**src/rtl/tx_prio_pkg.sv**
```systemverilog
package tx_prio_pkg;
  localparam int REG_ADDR_W = 4;
  localparam logic [REG_ADDR_W-1:0] REG_LEN    = 4'd8;
  localparam logic [REG_ADDR_W-1:0] REG_PRIO   = 4'd9;
  localparam logic [REG_ADDR_W-1:0] REG_SUBMIT = 4'd10;
endpackage

```
**src/rtl/tx_buf_bank.sv**
```systemverilog
module tx_buf_bank
  import tx_prio_pkg::*;
#(
  parameter int NUM_BUF   = 3,
  parameter int PRIO_W    = 8,
  parameter int DATA_W    = 8,
  parameter int MAX_BYTES = 8,
  parameter int LEN_W     = 4,
  parameter int IDX_W     = 2
) (
  input  logic                                 clk,
  input  logic                                 rst_n,
  input  logic                                 wr_en,
  input  logic [IDX_W-1:0]                     wr_buf,
  input  logic [REG_ADDR_W-1:0]                wr_addr,
  input  logic [DATA_W-1:0]                    wr_data,
  input  logic [NUM_BUF-1:0]                   release_vec,
  output logic [NUM_BUF-1:0]                   empty_o,
  output logic [NUM_BUF*PRIO_W-1:0]            prio_o,
  output logic [NUM_BUF*LEN_W-1:0]             len_o,
  output logic [NUM_BUF*MAX_BYTES*DATA_W-1:0]  data_o
);
  localparam int BUF_BITS = MAX_BYTES * DATA_W;

  for (genvar gb = 0; gb < NUM_BUF; gb++) begin : g_buf
    logic                               emp_q;
    logic [PRIO_W-1:0]                  prio_q;
    logic [LEN_W-1:0]                   len_q;
    logic [MAX_BYTES-1:0][DATA_W-1:0]   data_q;
    logic                               hit;

    // writes reach this buffer only while it is empty
    assign hit = wr_en && (wr_buf == IDX_W'(gb)) && emp_q;

    always_ff @(posedge clk) begin
      if (!rst_n) begin
        emp_q  <= 1'b1;
        prio_q <= '0;
        len_q  <= '0;
        data_q <= '0;
      end else begin
        if (release_vec[gb])
          emp_q <= 1'b1;
        else if (hit && wr_addr == REG_SUBMIT)
          emp_q <= 1'b0;
        if (hit && wr_addr == REG_PRIO)
          prio_q <= wr_data[PRIO_W-1:0];
        if (hit && wr_addr == REG_LEN)
          len_q <= wr_data[LEN_W-1:0];
        for (int j = 0; j < MAX_BYTES; j++)
          if (hit && wr_addr == REG_ADDR_W'(j))
            data_q[j] <= wr_data;
      end
    end

    assign empty_o[gb]                        = emp_q;
    assign prio_o[gb*PRIO_W +: PRIO_W]        = prio_q;
    assign len_o[gb*LEN_W +: LEN_W]           = len_q;
    assign data_o[gb*BUF_BITS +: BUF_BITS]    = data_q;
  end
endmodule

```
**src/rtl/tx_prio_arb.sv**
```systemverilog
module tx_prio_arb #(
  parameter int NUM_BUF = 3,
  parameter int PRIO_W  = 8,
  parameter int IDX_W   = 2
) (
  input  logic [NUM_BUF-1:0]        pend,
  input  logic [NUM_BUF*PRIO_W-1:0] prio,
  output logic                      win_valid,
  output logic [IDX_W-1:0]          win_idx
);
  logic [PRIO_W-1:0] best;

  // strict less-than keeps the earlier (lower) index on equal values
  always_comb begin
    win_valid = 1'b0;
    win_idx   = '0;
    best      = '1;
    for (int i = 0; i < NUM_BUF; i++) begin
      if (pend[i] && (!win_valid || prio[i*PRIO_W +: PRIO_W] < best)) begin
        win_valid = 1'b1;
        win_idx   = IDX_W'(i);
        best      = prio[i*PRIO_W +: PRIO_W];
      end
    end
  end
endmodule

```
**src/rtl/tx_byte_stream.sv**
```systemverilog
module tx_byte_stream #(
  parameter int DATA_W    = 8,
  parameter int MAX_BYTES = 8,
  parameter int CNT_W     = 4
) (
  input  logic                        clk,
  input  logic                        rst_n,
  input  logic                        start,
  input  logic                        stop,
  input  logic [CNT_W-1:0]            len_in,
  input  logic [MAX_BYTES*DATA_W-1:0] bytes_in,
  output logic                        byte_valid,
  input  logic                        byte_ready,
  output logic [DATA_W-1:0]           byte_data,
  output logic                        byte_last
);
  logic             active_q;
  logic [CNT_W-1:0] cnt_q;
  logic [CNT_W-1:0] len_q;
  logic [CNT_W-1:0] pick;

  always_ff @(posedge clk) begin
    if (!rst_n) begin
      active_q <= 1'b0;
      cnt_q    <= '0;
      len_q    <= '0;
    end else if (stop) begin
      active_q <= 1'b0;
      cnt_q    <= '0;
    end else if (start) begin
      active_q <= 1'b1;
      cnt_q    <= '0;
      len_q    <= len_in;
    end else if (byte_valid && byte_ready) begin
      cnt_q <= cnt_q + 1'b1;
    end
  end

  assign pick       = (cnt_q < CNT_W'(MAX_BYTES)) ? cnt_q : '0;
  assign byte_valid = active_q && (cnt_q < len_q);
  assign byte_last  = byte_valid && (cnt_q == len_q - 1'b1);
  assign byte_data  = bytes_in[pick*DATA_W +: DATA_W];
endmodule

```
**src/rtl/tx_prio_sel.sv**
```systemverilog
module tx_prio_sel
  import tx_prio_pkg::*;
#(
  parameter int NUM_BUF   = 3,
  parameter int PRIO_W    = 8,
  parameter int DATA_W    = 8,
  parameter int MAX_BYTES = 8,
  parameter int LEN_W     = 4,
  localparam int IDX_W    = (NUM_BUF > 1) ? $clog2(NUM_BUF) : 1
) (
  input  logic                  clk,
  input  logic                  rst_n,
  input  logic                  wr_en,
  input  logic [IDX_W-1:0]      wr_buf,
  input  logic [REG_ADDR_W-1:0] wr_addr,
  input  logic [DATA_W-1:0]     wr_data,
  input  logic                  sof_request,
  input  logic                  tx_done,
  output logic                  sel_valid,
  output logic [IDX_W-1:0]      sel_idx,
  output logic [NUM_BUF-1:0]    buf_empty,
  output logic                  byte_valid,
  input  logic                  byte_ready,
  output logic [DATA_W-1:0]     byte_data,
  output logic                  byte_last
);
  localparam int BUF_BITS = MAX_BYTES * DATA_W;
  localparam int CNT_W    = $clog2(MAX_BYTES + 1);

  logic [NUM_BUF-1:0]          empty_w;
  logic [NUM_BUF*PRIO_W-1:0]   prio_w;
  logic [NUM_BUF*LEN_W-1:0]    len_w;
  logic [NUM_BUF*BUF_BITS-1:0] data_w;
  logic [NUM_BUF-1:0]          release_vec;
  logic                        win_valid;
  logic [IDX_W-1:0]            win_idx;
  logic                        start;
  logic                        stop;
  logic [LEN_W-1:0]            win_len;
  logic [CNT_W-1:0]            win_len_clamped;
  logic                        sel_valid_q;
  logic [IDX_W-1:0]            sel_idx_q;

  tx_buf_bank #(
    .NUM_BUF(NUM_BUF), .PRIO_W(PRIO_W), .DATA_W(DATA_W),
    .MAX_BYTES(MAX_BYTES), .LEN_W(LEN_W), .IDX_W(IDX_W)
  ) bank_i (
    .clk(clk), .rst_n(rst_n), .wr_en(wr_en), .wr_buf(wr_buf),
    .wr_addr(wr_addr), .wr_data(wr_data), .release_vec(release_vec),
    .empty_o(empty_w), .prio_o(prio_w), .len_o(len_w), .data_o(data_w)
  );

  tx_prio_arb #(
    .NUM_BUF(NUM_BUF), .PRIO_W(PRIO_W), .IDX_W(IDX_W)
  ) arb_i (
    .pend(~empty_w), .prio(prio_w), .win_valid(win_valid), .win_idx(win_idx)
  );

  // a frame's choice is taken only when nothing is latched
  assign start = sof_request && !sel_valid_q && win_valid;
  assign stop  = tx_done && sel_valid_q;

  assign win_len         = len_w[win_idx*LEN_W +: LEN_W];
  assign win_len_clamped = (32'(win_len) > MAX_BYTES) ? CNT_W'(MAX_BYTES)
                                                      : CNT_W'(win_len);

  always_ff @(posedge clk) begin
    if (!rst_n) begin
      sel_valid_q <= 1'b0;
      sel_idx_q   <= '0;
    end else if (stop) begin
      sel_valid_q <= 1'b0;
    end else if (start) begin
      sel_valid_q <= 1'b1;
      sel_idx_q   <= win_idx;
    end
  end

  always_comb begin
    release_vec = '0;
    if (stop) release_vec[sel_idx_q] = 1'b1;
  end

  tx_byte_stream #(
    .DATA_W(DATA_W), .MAX_BYTES(MAX_BYTES), .CNT_W(CNT_W)
  ) strm_i (
    .clk(clk), .rst_n(rst_n), .start(start), .stop(stop),
    .len_in(win_len_clamped),
    .bytes_in(data_w[sel_idx_q*BUF_BITS +: BUF_BITS]),
    .byte_valid(byte_valid), .byte_ready(byte_ready),
    .byte_data(byte_data), .byte_last(byte_last)
  );

  assign sel_valid = sel_valid_q;
  assign sel_idx   = sel_idx_q;
  assign buf_empty = empty_w;
endmodule

```
**config.mk**
```make
export PLATFORM = sky130hd
export DESIGN_NAME = tx_prio_sel
export DESIGN_NICKNAME = d
export VERILOG_FILES = /design/src/rtl/tx_prio_pkg.sv /design/src/rtl/tx_buf_bank.sv /design/src/rtl/tx_prio_arb.sv /design/src/rtl/tx_byte_stream.sv /design/src/rtl/tx_prio_sel.sv
export SDC_FILE = /design/constraint.sdc
export NUM_CORES = 1
export LEC_CHECK = 0
export ABC_AREA = 1
export BUFFER_PORTS_ARGS = -buffer_cell sky130_fd_sc_hd__buf_2
export CORE_ASPECT_RATIO = 0.7
export CORE_MARGIN = 1.5
export CORE_UTILIZATION = 62
export DETAILED_ROUTE_END_ITERATION = 8
export GPL_ROUTABILITY_DRIVEN = 0
export HOLD_SLACK_MARGIN = 0.05
export PLACE_DENSITY = 0.78
export SLEW_MARGIN = 10
export SYNTH_ARGS = -nofsm -noshare
export SYNTH_HDL_FRONTEND = slang
export SYNTH_SLANG_ARGS = --single-unit
```
**constraint.sdc**
```tcl
create_clock -name clk -period 4.1 [get_ports clk]
set_clock_uncertainty 0.2 [all_clocks]
set_input_delay 0.41 -clock clk [delete_from_list [all_inputs] [get_ports clk]]
set_output_delay 0.41 -clock clk [all_outputs]
set_load 0.1 [all_outputs]
```
# [Word-level counts from Yosys, hierarchy flattened]
# Index checks and enable logic that the tools add are counted.
[totals] elab_cells=138 output_inout_bits=16 in_bits=20 regBits=242
[op_classes] bitwise_logic=3 magnitude_cmp=7 add_sub_neg=2 eq_ne=13 n_shift=3 muxes=12 n_reduce_logical=61
[op_table] op="$shiftx 192x9->64" n=1
[op_table] op="$shiftx 64x8->8" n=1
[op_table] op="$logic_and 1x1->1" n=48
[op_table] op="$eq 4x3->1 const B" n=4
[op_table] op="$lt 8x8->1" n=2
[op_table] op="$mux 8" n=2
[op_table] op="$eq 4x4->1 const B" n=3
[op_table] op="$shiftx 12x5->4" n=1
[op_table] op="$eq 4x2->1 const B" n=2
[op_table] op="$mux 4" n=2
[op_table] op="$reduce_or 2->1" n=4
[op_table] op="$mux 1" n=5
[op_table] op="$add 4x1->4 const B" n=1
[op_table] op="$eq 4x1->1 const B" n=1
[op_table] op="$eq 4x4->1" n=1
[op_table] op="$gt 4x4->1 const B" n=1
[op_table] op="$logic_not 4->1" n=1
[op_table] op="$lt 4x4->1" n=1
[op_table] op="$lt 4x4->1 const B" n=1
[op_table] op="$sub 4x1->4 const B" n=1
[op_table] op="$logic_not 1->1" n=3
[op_table] op="$lt 2x3->1 const B" n=1
[op_table] op="$mux 3" n=1
[op_table] op="$not 3->3" n=1
[op_table] op="10 further kinds" n=12

# [Depth between registers and ports, before layout]
# Gate-level depths: netlist of the first run.
[depth] depth_word=13 mapped_depth=27 ltp_nobuf=26

# [Hierarchy]
# From an unflattened synthesis of the first run, not the netlist that was laid out.
[unflattened] cells_unflattened=1951 hier_area_um2=12321.8
[modules_own_cells] module="tx_buf_bank" cells_per_inst=1293 instances=1 area_per_inst_um2=8931.1
[modules_own_cells] module="tx_prio_sel" cells_per_inst=334 instances=1 area_per_inst_um2=1497.7
[modules_own_cells] module="tx_byte_stream" cells_per_inst=237 instances=1 area_per_inst_um2=1396.3
[modules_own_cells] module="tx_prio_arb" cells_per_inst=87 instances=1 area_per_inst_um2=496.7

# [Worst setup path before layout of the first run]
# OpenSTA, ideal clock, no wires.
[synth_timing] kind="reg-to-output" start="register strm_i.active_q" end="output port byte_last" path_slack_ns=-0.928 stages_incl_launch_ff=4 path_buffers=0 arrival_ns=4.418 cell_sequence="dfxtp_1 > inv_1 > nor3_1 > and3_1"
[synth_via] elab_chain_len=2
[synth_rtl] element="start: declaration" line_no="tx_byte_stream.sv:17" text="logic active_q;"
[synth_rtl] element="start signal: assignment" line_no="tx_byte_stream.sv:24" text="active_q <= 1'b0;"
[synth_rtl] element="start signal: assignment" line_no="tx_byte_stream.sv:28" text="active_q <= 1'b0;"
[synth_rtl] element="start signal: assignment" line_no="tx_byte_stream.sv:31" text="active_q <= 1'b1;"
[synth_rtl] element="$logic_and 1x1->1" line_no="tx_byte_stream.sv:40" text="assign byte_valid = active_q && (cnt_q < len_q);"
[synth_rtl] element="via byte_valid" line_no="tx_prio_sel.sv:22" text="output logic byte_valid,"
[synth_rtl] element="$logic_and 1x1->1" line_no="tx_byte_stream.sv:41" text="assign byte_last = byte_valid && (cnt_q == len_q - 1'b1);"
[synth_rtl] element="end: declaration" line_no="tx_prio_sel.sv:25" text="output logic byte_last"
# The timed path passes the listed nets, and every way through them passes these cells.

# [Worst setup path in the final report of the first run]
[layout_timing] start="register sel_idx_q[1], in the netlist sel_idx[1]" end="output port byte_data[4]"
[layout_via] elab_chain_len=2
[layout_rtl] element="start: declaration" line_no="tx_prio_sel.sv:42" text="logic [IDX_W-1:0] sel_idx_q;"
[layout_rtl] element="start signal: assignment" line_no="tx_prio_sel.sv:75" text="sel_idx_q <= win_idx;"
[layout_rtl] element="$shiftx 192x9->64" line_no="tx_prio_sel.sv:89" text=".bytes_in(data_w[sel_idx_q*BUF_BITS +: BUF_BITS]),"
[layout_rtl] element="$shiftx 64x8->8" line_no="tx_byte_stream.sv:42" text="assign byte_data = bytes_in[pick*DATA_W +: DATA_W];"
[layout_rtl] element="end: declaration" line_no="tx_prio_sel.sv:24" text="output logic [DATA_W-1:0] byte_data,"
# No other way between the ends.

==> impl_results.md, run 1 <==
* Final Max Slew Viols at 0
* Final setup fails at 0
* Final period util at 88.73%
* DRC viols at 0
* DR vias at 10540
* TritonCTS clock tree: built
* Crit start category: register
* Synthesized area per cell at 6.925 um2
* Root buffer cell: clkbuf_16
* Die height at 113.2 um
* Ports at 36
* Crit path capture type: primary output
* Synthesized Nets at 1594
* Worst Tran Pin Value at 920.2 ps
* Vias in the first global route at 9333
* Setup TNS at 0 ps
* Area after DPL at 0.01114 mm2
* Core Footprint at 0.01707 mm2
* CTS Sinks at 242
* Critical path class: reg -> out
* Critical-path maximum fanout at 35
* Largest net degree at the start of global routing at 86
* Max Root-Sink Buffers at 3
* Fin crit period at 3638 ps
* Total track usage at 35.22%
* First-pass GRT wire length at 51.05 mm
* Worst-Skew Late Latency at 510 ps
* Area delta synth->final at 11.13%
* Antenna cells at 0
* Worst path arrival time at 3030 ps
* Die width at 160.5 um
* Routed vias/inst at 5.877
* Final core occ at 70.07%
* Mapped cell area at 0.01076 mm2
* CTS Buf Count at 23
* Synth area leader: dfxtp_1
* Register area share after synthesis at 45.02%
* Min Hold Slack at 77.79 ps
* Initial Util at 63.06%
* Post-Syn Instances at 1554
* Synth warn at 0
* Total routed wirelength at 32.19 mm
* VDD IR max at 348.7 uV
* Most common cell after layout, fill and taps aside: nor2_1
* Share of the synthesized area in the top cell type at 45.02%
* Fraction of layout cells with a size suffix above 1 at 7.806%
* Hold crit path type: in -> reg
* Drt first pass iters at 6
* Fmax at 274.9 MHz
* Status: completed
* # fillers at 1418
* WL/cell at 17.94 um
* DR iter-0 viols at 1407
* Total Nets Final at 1589
* Netlist cell types at 35
* Max-slew headroom at 38.65%
* Rows at 40
* Power Dens Cells at 405.8 mW/mm2
* DRT antenna net count at 0
* Final hold vios at 0
* #FFs+latches synth at 242
* Commonest cells after routing, fill and taps aside: 512 x nor2_1, 242 x dfxtp_1, 239 x o21ai_0, 181 x nand2_1, 72 x inv_1
* Initial antenna violation count at 0
* Total gr overflow at 0
* Hpwl dp at 20.22 mm
* Max-cap check violation count at 0
* Design area at 0.01196 mm2
* Leak at 5.103 nW
* Die Area at 0.01817 mm2
* Worst-path clk slew at 60 ps
* Largest cells by area after synthesis: dfxtp_1 45%, nor2_1 18%, o21ai_0 11%
* Unrepaired setup endpoints after global routing: no
* PortBufs at 35
* Required @ worst endpoint at 3490 ps
* Htree depth at 1
* Post-CTS Setup Bufs at 0
power breakdown:
group / internal, mW / leakage [nW] / switching, mW
Combinational: 0.0345 / 2.76 / 0.149
Sequential: 2.37 / 1.95 / 0.00924
Clock: 1.38 / 0.396 / 0.911
Total: 3.78 / 5.10 / 1.07
worst paths after layout:
check,start,to,slack (ps),cells after the start
setup / recovery,sel_idx[1],byte_data[4],460,8
hold / removal,byte_ready,strm_i.cnt_q[2],80,3
setup reg to reg,bank_i.g_buf[0].emp_q,strm_i.len_q[2],590,19
hold reg to reg,strm_i.len_q[2],strm_i.len_q[2],280,2
flip-flops by register name (all words and copies together), names as in the netlist:
name and count:
strm_i.active_q 1, bank_i.g_buf.emp_q 3, bank_i.g_buf.prio_q 24, sel_idx 2, bank_i.data_o 192, strm_i.len_q 4
strm_i.cnt_q 4, bank_i.g_buf.len_q 12
metrics by stage:
stage	cells	total power, mW	setup WS [ps]
detailed placement	1754	2.603	630.7
floorplan	1554	2.538	35.87
finish	1794	4.854	462.1
global placement	1754	2.602	788.3
global route	1794	4.983	279.3
CTS	1794	4.863	518.8
cells by family after synthesis:
family	synth area share [%]
AO/OA/AOI/OAI	16.92
XOR/XNOR	0.2442
adder cells (fa/ha/maj)	2.325
buffers and inverters	5.930
flip-flops	45.02
multiplexers	0.4069
AND/OR/NAND/NOR	29.16
Yosys cell counts:
cell,instances
a211oi_1,4
a22oi_1,31
nor4_1,2
o21a_1,1
mux2_2,3
a31oi_1,23
a21oi_1,17
nand2_1,181
nand2_2,4
xor2_1,1
o21ai_0,239
nand4_1,32
nor3b_1,3
buf_4,3
nor3_1,4
xnor2_1,2
nand3_1,43
clkbuf_1,79
o21bai_1,1
dfxtp_1,242
inv_1,72
and3_1,1
ha_1,20
o221ai_1,1
nor2_2,2
o211ai_1,1
a221oi_1,8
mux2i_1,1
buf_1,6
nor2_1,515
a41oi_1,3
inv_2,5
nand2_4,1
clkinv_1,2
o21ai_1,1
worst max-delay path, stage by stage, from the launching register on:
cell and delay (ps):
dfxtp_1 400, inv_1 130, nor2_4 450, buf_12 280
nand2_1 70, a31oi_1 340, a221oi_1 220, a31oi_2 180
buf_2 440
per-layer routing:
layer | GRT usage, % | part of all wire, % | up-vias
met5 | 0 | 0 | -
met4 | 12.40 | 3.2 | 0
met3 | 6.855 | 11 | 83
met2 | 49.61 | 41 | 569
met1 | 53.12 | 45 | 4792
li1 | - | - | 5099
final cells by class:
type	count	area, um2	share of cell area [%]
Clock buffer	30	661.9	5.535
Clock inverter	9	150.1	1.255
Inverter	79	296.5	2.480
Multi-Input combinational cell	1145	5351	44.75
Sequential cell	242	4845	40.51
Tap cell	231	289.0	2.417
Timing Repair Buffer	58	365.4	3.055
what timing repair did:
action                    4_1_cts  5_1_grt
hold buffers                    1        0
hold endpoints to repair        1        0
gates resized for setup         0        0
Power figures use the tool's default switching activity.
==> run 2, diff against run 1 <==
--- a/config.mk
+++ b/config.mk
@@ -12,5 +12,4 @@
 export CORE_UTILIZATION = 62
 export DETAILED_ROUTE_END_ITERATION = 8
-export GPL_ROUTABILITY_DRIVEN = 0
 export HOLD_SLACK_MARGIN = 0.05
 export PLACE_DENSITY = 0.78
==> constraint.sdc (replaced) <==
create_clock -name clk -period 4.1 [get_ports clk]
set_clock_uncertainty 0.2 [all_clocks]
set_input_delay 0.205 -clock clk [delete_from_list [all_inputs] [get_ports clk]]
set_output_delay 0.205 -clock clk [all_outputs]
set_load 0.1 [all_outputs]
==> impl_results.md, run 2 (synthesized netlist as in run 1, its figures left out) <==
* Status: completed
* Leak at 5.125 nW (+0.43%)
* Setup TNS at 0 ps (unchanged)
* Final setup fails at 0 (unchanged)
* Crit path capture type: primary output
* Final Max Slew Viols at 0 (unchanged)
* Initial antenna violation count at 0 (unchanged)
* Final hold vios at 0 (unchanged)
* Fraction of layout cells with a size suffix above 1 at 7.580% (-0.23 points)
* Die Area at 0.01817 mm2 (unchanged)
* Max-slew headroom at 36.73% (-1.9 points)
* First-pass GRT wire length at 53.38 mm (+4.6%)
* Total track usage at 36.75% (+1.5 points)
* Core Footprint at 0.01707 mm2 (unchanged)
* Die width at 160.5 um (unchanged)
* Drt first pass iters at 6 (unchanged)
* Hpwl dp at 20.60 mm (+1.9%)
* Worst Tran Pin Value at 945.6 ps (+25.38 ps)
* Total Nets Final at 1593 (+0.25%)
* Crit start category: register
* Ports at 36 (unchanged)
* DRC viols at 0 (unchanged)
* Total routed wirelength at 33.28 mm (+3.4%)
* DR vias at 10800 (+2.4%)
* VDD IR max at 452.1 uV (+30%)
* Die height at 113.2 um (unchanged)
* Worst R2R Setup Slack at 590 ps (about the same)
* CTS Sinks at 242 (unchanged)
* PortBufs at 35 (unchanged)
* Final period util at 87.49% (-1.2 points)
* Post-CTS Setup Bufs at 0 (unchanged)
* TritonCTS clock tree: built
* Max Root-Sink Buffers at 3 (unchanged)
* Max-cap check violation count at 0 (unchanged)
* Most common cell after layout, fill and taps aside: nor2_1
* DR iter-0 viols at 1416 (+0.64%)
* Fmax at 278.8 MHz (+1.4%)
* Total Power at 4.937 mW (+1.7%)
* Power Dens Cells at 411.0 mW/mm2 (+1.3%)
* Required @ worst endpoint at 3690 ps (+200 ps)
* Post-cts resize count at 0 (unchanged)
* Worst-Skew Late Latency at 530 ps (+20 ps)
* Worst-path clk slew at 60 ps (about the same)
* Max reg flops at 192 (unchanged)
* WL/cell at 18.48 um (+3.0%)
* DRT antenna net count at 0 (unchanged)
* Critical path class: reg -> out
* Initial Util at 63.06% (unchanged)
* Root buffer cell: clkbuf_16
* Htree depth at 1 (unchanged)
* Critical-path maximum fanout at 28 (-20%)
* Area delta synth->final at 11.63%
* Rows at 40 (unchanged)
* Largest net degree at the start of global routing at 98 (+14%)
* Commonest cells after routing, fill and taps aside: 512 x nor2_1, 242 x dfxtp_1, 239 x o21ai_0, 181 x nand2_1, 72 x inv_1
* Unrepaired setup endpoints after global routing: no
* Fin crit period at 3587 ps (-50.96 ps)
* Antenna cells at 0 (unchanged)
* Total gr overflow at 0 (unchanged)
* Vias in the first global route at 9712 (+4.1%)
* Worst path arrival time at 3180 ps (+150 ps)
* CTS Buf Count at 24 (+4.3%)
* Hold crit path type: in -> reg
* Placer Congestion at 0.8865
* Routed vias/inst at 5.996 (+2.0%)
run 2: changes by cell type in the layout (fill, tap and decap cells not counted), sizes merged:
cell,change
clkbuf,+5
dlygate4sd3,+5
clkinvlp,-2
clkinv,+1
buf,-2
run 2: area by class of cell:
cell class / count / area (um2)
tap: 231 / 289.0
fill: 1433 / 5054
multi-input combinational: 1145 / 5351
sequential: 242 / 4845
timing repair buffer: 61 / 387.9
clock buffer: 35 / 703.2
inverter: 79 / 296.5
clock inverter: 8 / 140.1
run 2: critical path, cell delays in order, from the launching register on:
cell and delay [ps]:
dfxtp_1 500, nand2_1 150, inv_2 480, buf_4 410
a22oi_1 140, a31oi_1 150, a221oi_1 150, a31oi_2 200
buf_2 440
run 2: path summary, 6_finish.rpt:
path,startpoint,endpoint,cells after the start
hold / removal,rst_n,bank_i.g_buf[0].prio_q[2],3
setup reg to reg,bank_i.g_buf[0].emp_q,strm_i.len_q[2],19
hold reg to reg,strm_i.len_q[1],strm_i.len_q[1],2
setup / recovery,sel_idx[0],byte_data[7],8
run 2: layer usage:
metal	track usage [%]	share of wire (%)
met1	55.32	45
met2	54.11	42
met3	6.158	11
met4	9.907	2.1
met5	0	0
run 2: through the flow:
stage          std cells  utilization, %  cell area [um2]  setup slack (ps)  hold WS (ps)
4_1_cts             1801           70.39            12010             583.2         107.4
6_report            1801           70.39            12010             513.0         118.4
3_3_place_gp        1752           65.10            11110             781.1         266.0
2_1_floorplan       1554               -            10820             240.9         216.1
3_5_place_dp        1752           65.10            11110             680.5         264.7
5_1_grt             1801           70.39            12010             178.9         141.3
run 2: power by group:
group	switching [mW]	internal [mW]
combinational	0.149	0.0362
sequential	0.00935	2.37
clock	0.937	1.44
total	1.10	3.84
run 2: what timing repair did:
action	CTS	global route
setup endpoints to repair	0	0
hold buffers	6	0
hold endpoints to repair	9	0
==> run 3, diff against run 2 <==
GPL_TIMING_DRIVEN = 0   (was not set)
==> impl_results.md, run 3 (synthesized netlist as in run 1, its figures left out) <==
* Status: completed
* Drt first pass iters at 6 (unchanged)
* Total track usage at 42.98% (+6.2 points)
* CTS Sinks at 242 (unchanged)
* Power Dens Cells at 411.6 mW/mm2 (+0.14%)
* Rows at 40 (unchanged)
* Worst-path clk slew at 70 ps (about the same)
* Antenna cells at 0 (unchanged)
* WL/cell at 21.10 um (+14%)
* VDD IR max at 329.5 uV (-27%)
* Fin crit period at 3893 ps (+306.0 ps)
* Required @ worst endpoint at 3690 ps (about the same)
* Die Area at 0.01817 mm2 (unchanged)
* Initial antenna violation count at 0 (unchanged)
* Largest net degree at the start of global routing at 16 (-84%)
* Worst-Skew Late Latency at 530 ps (about the same)
* Max-slew headroom at 27.38% (-9.3 points)
* DR iter-0 viols at 1912 (+35%)
* Final Max Slew Viols at 0 (unchanged)
* TritonCTS clock tree: built
* DRT antenna net count at 0 (unchanged)
* Vias in the first global route at 10200 (+5.1%)
* Worst R2R Start: bank_i.g_buf[0].emp_q
* Total gr overflow at 0 (unchanged)
* Crit start category: register
* Commonest cells after routing, fill and taps aside: 514 x nor2_1, 242 x dfxtp_1, 239 x o21ai_0, 181 x nand2_1, 81 x clkbuf_1
* Crit path cell chain: inv_1, nor2_1, clkbuf_1, clkbuf_1, nand2_1, nand4_1, nand3_1, a31oi_2, buf_2
* # fillers at 1479 (+3.2%)
* Critical-path maximum fanout at 10 (-64%)
* Final setup fails at 0 (unchanged)
* Fraction of layout cells with a size suffix above 1 at 5.716% (-1.9 points)
* Max reg flops at 192 (unchanged)
* Root buffer cell: clkbuf_16
* Worst path arrival time at 3490 ps (+310 ps)
* Final hold vios at 0 (unchanged)
* Unrepaired setup endpoints after global routing: no
* Hold crit path type: in -> reg
* DR vias at 11540 (+6.9%)
* Die width at 160.5 um (unchanged)
* Worst Tran Pin Value at 1089 ps (+143.6 ps)
* CP peak stage delay at 600 ps (+100 ps)
* Max Root-Sink Buffers at 3 (unchanged)
* CP startpoint: sel_idx[1]
* Hold wc startpoint: wr_buf[1]
* Ports at 36 (unchanged)
* Max-cap check violation count at 0 (unchanged)
* Setup TNS at 0 ps (unchanged)
* Area delta synth->final at 12.70%
* Initial Util at 63.06% (unchanged)
* CTS Buf Count at 23 (-4.2%)
* Crit path capture type: primary output
* Core Footprint at 0.01707 mm2 (unchanged)
* Die height at 113.2 um (unchanged)
* Total Power at 4.992 mW (+1.1%)
* Most common cell after layout, fill and taps aside: nor2_1
* First-pass GRT wire length at 59.38 mm (+11%)
* Area after DPL at 0.01124 mm2 (+1.1%)
* Most common cell on crit path: clkbuf_1
* Final period util at 94.95% (+7.5 points)
* Fmax at 256.9 MHz (-7.9%)
* Htree depth at 1 (unchanged)
* Design area at 0.01213 mm2 (+0.96%)
* Total Nets Final at 1650 (+3.6%)
* Total routed wirelength at 39.21 mm (+18%)
* Critical path class: reg -> out
* Hpwl dp at 26.39 mm (+28%)
* Placer Congestion at 1.001 (+13%)
* Leak at 5.090 nW (-0.69%)
* Routed vias/inst at 6.213 (+3.6%)
* PortBufs at 26 (-26%)
* Slowest CP cell: clkbuf_1
* DRC viols at 0 (unchanged)
## run 3: cell count changes in the layout (fill, tap and decap cells not counted)
| cell | previous run | this run |
|---|---|---|
| buf_2 | 34 | 26 |
| buf_1 | 0 | 6 |
| clkbuf_1 | 6 | 81 |
| nor2_4 | 2 | 0 |
| bufinv_16 | 4 | 5 |
| clkinvlp_4 | 0 | 1 |
| clkbuf_2 | 0 | 1 |
| nor2_1 | 512 | 514 |
| clkbuf_16 | 25 | 23 |
| inv_6 | 0 | 1 |
| buf_4 | 21 | 3 |
## run 3: cell type report
cell class	count	area (um2)	area share, %
inverters	79	296.5	2.445
clock buffers	31	645.6	5.323
well taps	231	289.0	2.383
clock inverters	11	186.4	1.537
repair buffers	32	190.2	1.568
flip-flops and latches	242	4845	39.95
multi-input cells	1145	5336	44.00
plain buffers	87	339.1	2.796
## run 3: per-stage QoR
step,instances,utilization [%],hold WS [ps],setup slack (ps)
finish,1858,71.06,62.09,207.1
global route,1858,71.06,78.97,37.06
CTS,1859,71.07,57.46,165.6
detailed placement,1811,65.84,249.9,4.943
global placement,1811,65.84,245.7,54.27
floorplan,1554,-,216.1,240.9
## run 3: report_power, final
group | internal (mW) | leakage (nW) | switching, mW
Combinational | 0.0407 | 2.73 | 0.184
Sequential | 2.37 | 1.95 | 0.00996
Clock | 1.42 | 0.408 | 0.968
## run 3: critical path, delay by kind of cell (launching register included)
family / cells / cell delay (ps)
AOI/OAI and AO/OA: 1 / 240
buffers and inverters: 4 / 1650
DFF: 1 / 360
and+or+nand+nor: 4 / 700
## run 3: path summary, 6_finish.rpt
kind / slack, ps / cells past startpoint / end
setup / recovery: 210 / 9 / byte_data[0]
hold / removal: 60 / 6 / bank_i.g_buf[0].prio_q[4]
setup reg to reg: 220 / 21 / strm_i.len_q[1]
hold reg to reg: 260 / 2 / bank_i.g_buf[2].prio_q[0]
## run 3: layer usage
metal	track usage (%)	vias to the layer above	share of wire (%)
met5	0	-	0
li1	-	5221	-
met3	9.641	167	13
met1	60.29	5333	41
met4	20.44	0	5.5
met2	62.74	823	41
## run 3: timing repair
action / in CTS / in global routing
gates cloned: 0 / 0
hold buffers: 6 / 0
buffers inserted: 0 / 0
setup endpoints to repair: 1 / 7
pin swaps: 0 / 0
hold endpoints to repair: 9 / 0
gates resized for setup: 1 / 1
